**config.mk**
```make
export PLATFORM = sky130hd
export DESIGN_NAME = lockhalf_eeprom
export DESIGN_NICKNAME = d
export VERILOG_FILES = /design/src/rtl/lhe_pkg.sv /design/src/rtl/lhe_busio.sv /design/src/rtl/lhe_datapath.sv /design/src/rtl/lhe_ctrl.sv /design/src/rtl/lockhalf_eeprom.sv
export SDC_FILE = /design/constraint.sdc
export NUM_CORES = 2
export LEC_CHECK = 0
export BUFFER_PORTS_ARGS = -buffer_cell sky130_fd_sc_hd__buf_2
export CORE_UTILIZATION = 64
export DETAILED_ROUTE_END_ITERATION = 10
export HOLD_SLACK_MARGIN = 0.03
export PLACE_DENSITY = 0.83
export SLEW_MARGIN = 20
export SYNTH_ARGS = -nofsm -noshare
export SYNTH_HDL_FRONTEND = slang
export SYNTH_SLANG_ARGS = --single-unit
```
**constraint.sdc**
```tcl
create_clock -name clk -period 4.2 [get_ports clk]
set_input_delay 0.84 -clock clk [delete_from_list [all_inputs] [get_ports clk]]
set_output_delay 0.84 -clock clk [all_outputs]
set_load 0.005 [all_outputs]
```
**src/rtl/lhe_pkg.sv**
```systemverilog
package lhe_pkg;

  localparam logic [3:0] MEM_CODE  = 4'b1010;
  localparam logic [3:0] LOCK_CODE = 4'b0110;

  typedef struct packed {
    logic shiftIn;
    logic loadAddr;
    logic writeByte;
    logic loadTx;
    logic shiftTx;
    logic startProg;
    logic setLock;
  } lheStrobe_t;

  typedef enum logic [2:0] {
    ST_IDLE, ST_RX, ST_ACKOUT, ST_TX, ST_ACKIN
  } lheState_t;

  typedef enum logic [2:0] {
    K_DEV, K_WADDR, K_WDATA, K_LADDR, K_LDATA
  } lheKind_t;

endpackage

```
**src/rtl/lhe_busio.sv**
```systemverilog
module lhe_busio #(
  parameter int SYNC_STAGES = 2
) (
  input  logic clk,
  input  logic rstN,
  input  logic sclIn,
  input  logic sdaIn,
  output logic sclLevel,
  output logic sdaLevel,
  output logic sclRise,
  output logic sclFall,
  output logic startDet,
  output logic stopDet
);

  logic [SYNC_STAGES-1:0] sclSync;
  logic [SYNC_STAGES-1:0] sdaSync;
  logic sclPrev;
  logic sdaPrev;

  always_ff @(posedge clk or negedge rstN) begin
    if (!rstN) begin
      sclSync <= '1;
      sdaSync <= '1;
      sclPrev <= 1'b1;
      sdaPrev <= 1'b1;
    end else begin
      sclSync <= {sclSync[SYNC_STAGES-2:0], sclIn};
      sdaSync <= {sdaSync[SYNC_STAGES-2:0], sdaIn};
      sclPrev <= sclSync[SYNC_STAGES-1];
      sdaPrev <= sdaSync[SYNC_STAGES-1];
    end
  end

  assign sclLevel = sclSync[SYNC_STAGES-1];
  assign sdaLevel = sdaSync[SYNC_STAGES-1];
  assign sclRise  = sclLevel & ~sclPrev;
  assign sclFall  = ~sclLevel & sclPrev;
  assign startDet = sclLevel & sclPrev & sdaPrev & ~sdaLevel;
  assign stopDet  = sclLevel & sclPrev & ~sdaPrev & sdaLevel;

  AST_EDGE_EXCL: assert property (@(posedge clk) disable iff (!rstN)
    !(startDet && stopDet) && !(sclRise && sclFall));

endmodule

```
**src/rtl/lhe_datapath.sv**
```systemverilog
module lhe_datapath
  import lhe_pkg::*;
#(
  parameter int ADDR_W      = 8,
  parameter int PAGE_W      = 4,
  parameter int PROG_CYCLES = 500
) (
  input  logic       clk,
  input  logic       rstN,
  input  lheStrobe_t stb,
  input  logic       sdaLevel,
  input  logic       writeCtrl,
  output logic [7:0] rxByte,
  output logic       txMsb,
  output logic       busy,
  output logic       locked,
  output logic       addrMsb
);

  localparam int DEPTH = 1 << ADDR_W;
  localparam int CNT_W = $clog2(PROG_CYCLES + 1);
  localparam logic [CNT_W-1:0] PROG_LOAD = CNT_W'(PROG_CYCLES);

  logic [7:0]        memArr [DEPTH];
  logic [ADDR_W-1:0] curAddr;
  logic [7:0]        rxReg;
  logic [7:0]        txReg;
  logic [CNT_W-1:0]  progCnt;
  logic              lockFlag;
  logic [ADDR_W-1:0] pageNext;

  assign pageNext = {curAddr[ADDR_W-1:PAGE_W], curAddr[PAGE_W-1:0] + 1'b1};

  always_ff @(posedge clk or negedge rstN) begin
    if (!rstN) begin
      for (int i = 0; i < DEPTH; i++) memArr[i] <= 8'hFF;
    end else if (stb.writeByte) begin
      memArr[curAddr] <= rxReg;
    end
  end

  always_ff @(posedge clk or negedge rstN) begin
    if (!rstN) begin
      curAddr  <= '0;
      rxReg    <= '0;
      txReg    <= 8'hFF;
      progCnt  <= '0;
      lockFlag <= 1'b0;
    end else begin
      if (stb.shiftIn) rxReg <= {rxReg[6:0], sdaLevel};
      if (stb.loadAddr) begin
        curAddr <= rxReg[ADDR_W-1:0];
      end else if (stb.writeByte) begin
        curAddr <= pageNext;
      end else if (stb.loadTx) begin
        curAddr <= curAddr + 1'b1;
      end
      if (stb.loadTx) begin
        txReg <= memArr[curAddr];
      end else if (stb.shiftTx) begin
        txReg <= {txReg[6:0], 1'b1};
      end
      if (stb.startProg) begin
        progCnt <= PROG_LOAD;
      end else if (progCnt != '0) begin
        progCnt <= progCnt - 1'b1;
      end
      if (stb.setLock) lockFlag <= 1'b1;
    end
  end

  assign rxByte  = rxReg;
  assign txMsb   = txReg[7];
  assign busy    = (progCnt != '0);
  assign locked  = lockFlag;
  assign addrMsb = curAddr[ADDR_W-1];

  AST_LOCK_STICKY: assert property (@(posedge clk) disable iff (!rstN)
    locked |=> locked);
  AST_NO_LOCKED_WRITE: assert property (@(posedge clk) disable iff (!rstN)
    stb.writeByte |-> !(lockFlag && !curAddr[ADDR_W-1]));
  AST_WC_BLOCKS: assert property (@(posedge clk) disable iff (!rstN)
    stb.writeByte |-> !writeCtrl);
  AST_PAGE_WRAP: assert property (@(posedge clk) disable iff (!rstN)
    stb.writeByte |=> curAddr[ADDR_W-1:PAGE_W] == $past(curAddr[ADDR_W-1:PAGE_W]));
  AST_READ_INC: assert property (@(posedge clk) disable iff (!rstN)
    stb.loadTx |=> curAddr == $past(curAddr) + 1'b1);
  AST_PROG_IDLE: assert property (@(posedge clk) disable iff (!rstN)
    stb.startProg |-> !busy);

endmodule

```
**src/rtl/lhe_ctrl.sv**
```systemverilog
module lhe_ctrl
  import lhe_pkg::*;
(
  input  logic       clk,
  input  logic       rstN,
  input  logic       sclLevel,
  input  logic       sdaLevel,
  input  logic       sclRise,
  input  logic       sclFall,
  input  logic       startDet,
  input  logic       stopDet,
  input  logic [2:0] strapAddr,
  input  logic       writeCtrl,
  input  logic [7:0] rxByte,
  input  logic       txMsb,
  input  logic       busy,
  input  logic       locked,
  input  logic       addrMsb,
  output lheStrobe_t stb,
  output logic       sdaOe
);

  lheState_t state;
  lheKind_t  kind;
  lheKind_t  evalKind;
  logic [3:0] bitCnt;
  logic ackDrive, isRead, masterAck, wrPending, lockArmed;
  logic evalNow, evalAck, evalRead, memSel, lockSel, busEvent;

  assign busEvent = startDet | stopDet;
  assign evalNow  = (state == ST_RX) && sclFall && (bitCnt == 4'd8) && !busEvent;
  assign memSel   = (rxByte[7:4] == MEM_CODE) && (rxByte[3:1] == strapAddr);
  assign lockSel  = (rxByte[7:4] == LOCK_CODE) && (rxByte[3:1] == strapAddr) && !rxByte[0];

  always_comb begin
    evalAck  = 1'b1;
    evalKind = kind;
    evalRead = 1'b0;
    unique case (kind)
      K_DEV: begin
        evalAck  = !busy && (memSel || (lockSel && !locked));
        evalRead = memSel && rxByte[0];
        evalKind = lockSel ? K_LADDR : K_WADDR;
      end
      K_WADDR: evalKind = K_WDATA;
      K_WDATA: evalAck  = !writeCtrl && !(locked && !addrMsb);
      K_LADDR: evalKind = K_LDATA;
      K_LDATA: evalAck  = !writeCtrl;
      default: evalAck  = 1'b0;
    endcase
  end

  always_comb begin
    stb = '0;
    stb.shiftIn   = (state == ST_RX) && sclRise && (bitCnt < 4'd8) && !busEvent;
    stb.loadAddr  = evalNow && (kind == K_WADDR);
    stb.writeByte = evalNow && (kind == K_WDATA) && evalAck;
    stb.loadTx    = sclFall && !busEvent &&
                    (((state == ST_ACKOUT) && ackDrive && isRead) ||
                     ((state == ST_ACKIN) && masterAck));
    stb.shiftTx   = (state == ST_TX) && sclFall && (bitCnt != 4'd7) && !busEvent;
    stb.startProg = stopDet && (wrPending || lockArmed);
    stb.setLock   = stopDet && lockArmed;
  end

  always_ff @(posedge clk or negedge rstN) begin
    if (!rstN) begin
      state     <= ST_IDLE;
      kind      <= K_DEV;
      bitCnt    <= '0;
      ackDrive  <= 1'b0;
      isRead    <= 1'b0;
      masterAck <= 1'b0;
      wrPending <= 1'b0;
      lockArmed <= 1'b0;
    end else if (startDet) begin
      state     <= ST_RX;
      kind      <= K_DEV;
      bitCnt    <= '0;
      ackDrive  <= 1'b0;
      isRead    <= 1'b0;
      lockArmed <= 1'b0;
    end else if (stopDet) begin
      state     <= ST_IDLE;
      ackDrive  <= 1'b0;
      wrPending <= 1'b0;
      lockArmed <= 1'b0;
    end else begin
      unique case (state)
        ST_IDLE: ;
        ST_RX: begin
          if (stb.shiftIn) bitCnt <= bitCnt + 1'b1;
          if (evalNow) begin
            state    <= ST_ACKOUT;
            ackDrive <= evalAck;
            kind     <= evalKind;
            if (kind == K_DEV) isRead <= evalRead;
            if (stb.writeByte) wrPending <= 1'b1;
            if ((kind == K_LDATA) && evalAck) lockArmed <= 1'b1;
          end
        end
        ST_ACKOUT: if (sclFall) begin
          bitCnt   <= '0;
          ackDrive <= 1'b0;
          if (!ackDrive)   state <= ST_IDLE;
          else if (isRead) state <= ST_TX;
          else             state <= ST_RX;
        end
        ST_TX: if (sclFall) begin
          if (bitCnt == 4'd7) state <= ST_ACKIN;
          else                bitCnt <= bitCnt + 1'b1;
        end
        ST_ACKIN: begin
          if (sclRise) masterAck <= !sdaLevel;
          if (sclFall) begin
            bitCnt <= '0;
            state  <= masterAck ? ST_TX : ST_IDLE;
          end
        end
        default: state <= ST_IDLE;
      endcase
    end
  end

  assign sdaOe = ((state == ST_ACKOUT) && ackDrive) || ((state == ST_TX) && !txMsb);

  AST_BUSY_NACK: assert property (@(posedge clk) disable iff (!rstN)
    (evalNow && (kind == K_DEV) && busy) |=> (state == ST_ACKOUT) && !ackDrive);
  AST_LOCK_CODE_NACK: assert property (@(posedge clk) disable iff (!rstN)
    (evalNow && (kind == K_DEV) && locked && (rxByte[7:4] == LOCK_CODE)) |=> !ackDrive);
  AST_SDA_STABLE_HIGH: assert property (@(posedge clk) disable iff (!rstN)
    (sclLevel && $past(sclLevel) && !busEvent) |-> $stable(sdaOe));
  AST_RELEASE_STOP: assert property (@(posedge clk) disable iff (!rstN)
    stopDet |=> !sdaOe);

endmodule

```
**src/rtl/lockhalf_eeprom.sv**
```systemverilog
module lockhalf_eeprom
  import lhe_pkg::*;
#(
  parameter int ADDR_W      = 8,
  parameter int PAGE_W      = 4,
  parameter int PROG_CYCLES = 500,
  parameter int SYNC_STAGES = 2
) (
  input  logic       clk,
  input  logic       rstN,
  input  logic       sclIn,
  input  logic       sdaIn,
  output logic       sdaOe,
  input  logic [2:0] strapAddr,
  input  logic       writeCtrl
);

  logic sclLevel, sdaLevel, sclRise, sclFall, startDet, stopDet;
  logic [7:0] rxByte;
  logic txMsb, busy, locked, addrMsb;
  lheStrobe_t stb;

  lhe_busio #(.SYNC_STAGES(SYNC_STAGES)) u_busio (
    .clk(clk), .rstN(rstN), .sclIn(sclIn), .sdaIn(sdaIn),
    .sclLevel(sclLevel), .sdaLevel(sdaLevel), .sclRise(sclRise),
    .sclFall(sclFall), .startDet(startDet), .stopDet(stopDet)
  );

  lhe_ctrl u_ctrl (
    .clk(clk), .rstN(rstN), .sclLevel(sclLevel), .sdaLevel(sdaLevel),
    .sclRise(sclRise), .sclFall(sclFall), .startDet(startDet),
    .stopDet(stopDet), .strapAddr(strapAddr), .writeCtrl(writeCtrl),
    .rxByte(rxByte), .txMsb(txMsb), .busy(busy), .locked(locked),
    .addrMsb(addrMsb), .stb(stb), .sdaOe(sdaOe)
  );

  lhe_datapath #(.ADDR_W(ADDR_W), .PAGE_W(PAGE_W), .PROG_CYCLES(PROG_CYCLES)) u_dp (
    .clk(clk), .rstN(rstN), .stb(stb), .sdaLevel(sdaLevel),
    .writeCtrl(writeCtrl), .rxByte(rxByte), .txMsb(txMsb), .busy(busy),
    .locked(locked), .addrMsb(addrMsb)
  );

endmodule

```
==> out/results.md <==
| Step | Result | Value |
|---|---|---|
| status | Run status | complete, no violations |
| yosys | Fraction of registers with async set or reset after synthesis | 1.00 |
| floorplan | Starting density of the core | 0.646 |
| sta | Relative max-transition margin | 0.163 |
| floorplan | Ports placed on the boundary | 9 |
| cells and area | Area of all sequential standard cells | 0.0553 mm² |
| worst hold path | Worst hold path type | input pin to flop |
| cells and area | Commonest non-fill, non-tap cell in the layout | sky130_fd_sc_hd__dfstp_2 |
| worst setup path | Critical Path RT | 5.00 ns |
| clock network | H-tree levels | 4 |
| cells and area | Post-synthesis to final-layout area growth | 11.6% |
| floorplan | Chip Height | 397 µm |
| yosys | Synth unique cells | 90 |
| power and ir drop | Pwr dens | 402 mW/mm² |
| floorplan | Total core area | 0.154 mm² |
| cells and area | Commonest non-fill, non-tap cells in the layout | 2062 x sky130_fd_sc_hd__dfstp_2, 1979 x sky130_fd_sc_hd__mux2_2, 458 x sky130_fd_sc_hd__mux4_2, 276 x sky130_fd_sc_hd__buf_4, 251 x sky130_fd_sc_hd__nand2_1 |
| worst setup path | Nature of the critical path startpoint | flop |
| routing | Total via count after detailed routing | 60.6k |
| worst setup path | Largest fanout of any net on the critical path | 29 |
| routing | Routed length per placed instance | 32.3 µm |
| clock network | Setup repair bufs after CTS | 0 |
| yosys | Number of flops mapped to enable cells by yosys | 0 |
| sta | F_max | 239 MHz |
| cells and area | Final design utilization | 0.721 |
| sta | Worst Setup Slack, final | 0.0217 ns |
| routing | Remaining DRCs | 0 |
| sta | Post-layout min period | 4.18 ns |
| clock network | Reg clk slew, reported paths | 0.07 ns |
| cells and area | Number of fill cells | 9241 |
| sta | Share of the clock period used by the worst path | 0.995 |
| clock network | Clock latency reported for the late side of the worst-skew pair | 0.88 ns |
| grt | Wire length of the first global-routing pass | 424000 µm |
| routing | Pre-antenna DRT Iters | 9 |
| yosys | Post-synthesis cell count | 6398 |
| yosys | Mapped Avg Cell Area | 15.6 µm² |
| placed design | Half-perimeter wire length of the detailed placement result | 180000 µm |
| routing | Final wirelength | 282000 µm |
| placed design | Dpl cell area | 0.104 mm² |
| placed design | Setup WS pre-CTS | -0.110 ns |
| cells and area | Final standard cell area without fillers | 0.111 mm² |
| sta | Final hold vios | 0 |
| worst setup path | Setup CP Type | flop to flop |
| yosys | Netlist Area Pre-Place | 0.0997 mm² |
| floorplan | Overall die width | 397 µm |
| yosys | Number of synthesized register bits | 2103 |
| clock network | Post_cts resized | 0 |
| power and ir drop | Reported leakage power | 46.7 nW |
| sta | Final setup vio count | 0 |
| clock network | Cts bufs inserted | 209 |
| grt | Maximum number of pins on one net before global-route repair | 187 |
| sta | Worst-Margin Slew | 1.24 ns |
| grt | GRT Util Overall | 0.363 |
| worst setup path | Critical path capture point type | flop |
| placed design | Weighted congestion reported at the end of routability-driven placement | 0.969 |
| clock network | CTS tree | built |
| power and ir drop | Highest ir drop seen on vdd | 0.653 mV |
| worst setup path | Critical path data arrival time | 4.98 ns |
| placed design | Number of I/O port buffers | 8 |
| grt | Total overflow reported by the global router | 0 |
| placed design | Placed cells | 8322 |
| cells and area | NumNets Final | 6505 |
| floorplan | Die Footprint | 0.157 mm² |
| sta | Post-route clock skew | 0.0441 ns |
| yosys | Net count of the mapped netlist | 6414 |
| run | Max-cap violations | 0 |
| grt | Via count of the first global-routing pass | 63.0k |
| yosys | Portion of the post-synthesis area used by sequential elements | 0.554 |
| yosys | Number of synthesis warnings | 0 |
| routing | Number of vias per cell after detailed routing | 6.96 |
| sta | Count of final max-slew check failures | 0 |
| cells and area | Final non-filler cell total | 8710 |
| clock network | Hold bufs inserted after CTS | 0 |
| clock network | Root buffer selected by CTS | sky130_fd_sc_hd__clkbuf_16 |
| clock network | # clock sinks | 2103 |
| cells and area | Fraction of layout cells with a size suffix above 1 | 0.811 |
| grt | Antenna violations before repair | 12 |
| cells and area | Footprint of the multi-input gates | 0.0425 mm² |
| routing | Detail Route Antenna Nets | 0 |
| sta | Min Hold Slack | 0.0749 ns |
| sta | Unrepaired setup endpoints after global routing | false |
| clock network | Maximum clock path buffer count | 3 |
| routing | Iter 0 DRT Violations | 6628 |
| floorplan | Number of rows created at floorplan | 144 |
| yosys | Leading register cell type out of synthesis | sky130_fd_sc_hd__dfstp_2 |
==> Yosys cell counts, drive strengths merged (10+ instances only) <==
cell type | n | area [µm²]
buf | 153 | 785
and3 | 10 | 62.6
dfstp | 2062 | 54200
nor2b | 21 | 131
inv | 20 | 75.1
xnor2 | 10 | 87.6
and2 | 16 | 100
o22ai | 15 | 93.8
mux4 | 458 | 10300
mux2 | 2074 | 23400
nand2b | 11 | 68.8
clkbuf | 334 | 1250
nand3 | 46 | 230
nor3 | 22 | 131
a22oi | 87 | 653
nor4 | 11 | 68.8
o21ai | 60 | 300
dfrtp | 41 | 1030
nand4 | 18 | 113
a31oi | 14 | 87.6
a21oi | 89 | 445
a211oi | 22 | 165
a221oi | 26 | 228
mux2i | 180 | 1800
nand2 | 281 | 1130
nor2 | 176 | 1550
==> state kept, by name (all words and copies together) (netlist names) <==
| name | flops |
|---|---|
| u_ctrl.bitCnt | 4 |
| u_busio.sdaPrev | 1 |
| u_dp.curAddr | 8 |
| u_ctrl.ackDrive | 1 |
| u_ctrl.kind | 3 |
| u_dp.progCnt | 9 |
| u_dp.memArr | 2048 |
| u_dp.locked | 1 |
| u_ctrl.isRead | 1 |
| u_dp.rxByte | 8 |
| u_ctrl.lockArmed | 1 |
| u_ctrl.state | 3 |
| u_busio.sclSync | 2 |
| u_dp.txReg | 8 |
| u_busio.sdaSync | 2 |
| u_ctrl.masterAck | 1 |
| u_busio.sclPrev | 1 |
| u_ctrl.wrPending | 1 |
==> layer usage <==
| metal | global-route usage | vias to the layer above | part of all wire |
|---|---|---|---|
| met5 | 0.000616 | - | 0.00035 |
| met4 | 0.198 | 14 | 0.062 |
| met3 | 0.101 | 893 | 0.096 |
| met2 | 0.543 | 2962 | 0.46 |
| met1 | 0.484 | 32700 | 0.39 |
| li1 | - | 24100 | - |
==> final timing paths <==
kind	from	end	slack [ns]	cells after the start
worst max-delay path	u_dp.curAddr[0]	u_dp.txReg[0]	0.02	7
max in group asynchronous	rstN	u_dp.memArr[705]	2.95	3
worst max register to register	u_dp.curAddr[0]	u_dp.txReg[0]	0.02	7
min in group asynchronous	rstN	u_dp.memArr[1433]	0.29	1
worst min-delay path	sclIn	u_busio.sclSync[0]	0.07	1
worst min register to register	u_busio.sclSync[0]	u_busio.sclSync[1]	0.36	0
==> critical path, cell delays in order, from the launching register on <==
cell and delay (ns):
sky130_fd_sc_hd__dfrtp_4 0.78, sky130_fd_sc_hd__buf_12 0.30, sky130_fd_sc_hd__buf_12 0.29, sky130_fd_sc_hd__mux4_2 0.59
sky130_fd_sc_hd__mux4_2 0.49, sky130_fd_sc_hd__o21ai_0 0.97, sky130_fd_sc_hd__o211ai_1 0.21, sky130_fd_sc_hd__o32a_1 0.40
==> stage by stage <==
stage	total power, mW	TNS [ns]
2_1_floorplan	23.4	0
3_3_place_gp	25.5	-1.52
3_5_place_dp	25.6	-1.72
4_1_cts	44.8	0
5_1_grt	45.9	0
6_report	44.7	0
==> area by class of cell <==
| class | count | share of cell area |
|---|---|---|
| flip-flops and latches | 2103 | 0.497 |
| multi-input cells | 3787 | 0.382 |
| clock buffers | 311 | 0.0552 |
| repair buffers | 367 | 0.0340 |
| well taps | 2044 | 0.0230 |
| clock inverters | 74 | 0.00856 |
| inverters | 21 | 0.000731 |
| diodes | 3 | 0.0000675 |
==> power breakdown <==
| group | total (mW) | switching [mW] | internal (mW) | leakage, nW |
|---|---|---|---|---|
| clock | 19.3 | 8.17 | 11.1 | 3.51 |
| sequential | 20.7 | 0.189 | 20.5 | 21.7 |
| combinational | 4.74 | 4.08 | 0.662 | 21.5 |
==> cell families after synthesis <==
| logic type | share of synthesized area |
|---|---|
| AND/OR/NAND/NOR | 0.0383 |
| buffers and inverters | 0.0212 |
| AO/OA/AOI/OAI | 0.0283 |
| flip-flops | 0.554 |
| adder cells (fa/ha/maj) | 0.00100 |
| XOR/XNOR | 0.00123 |
| multiplexers | 0.356 |
No activity file was read; power rests on OpenSTA's default activity.
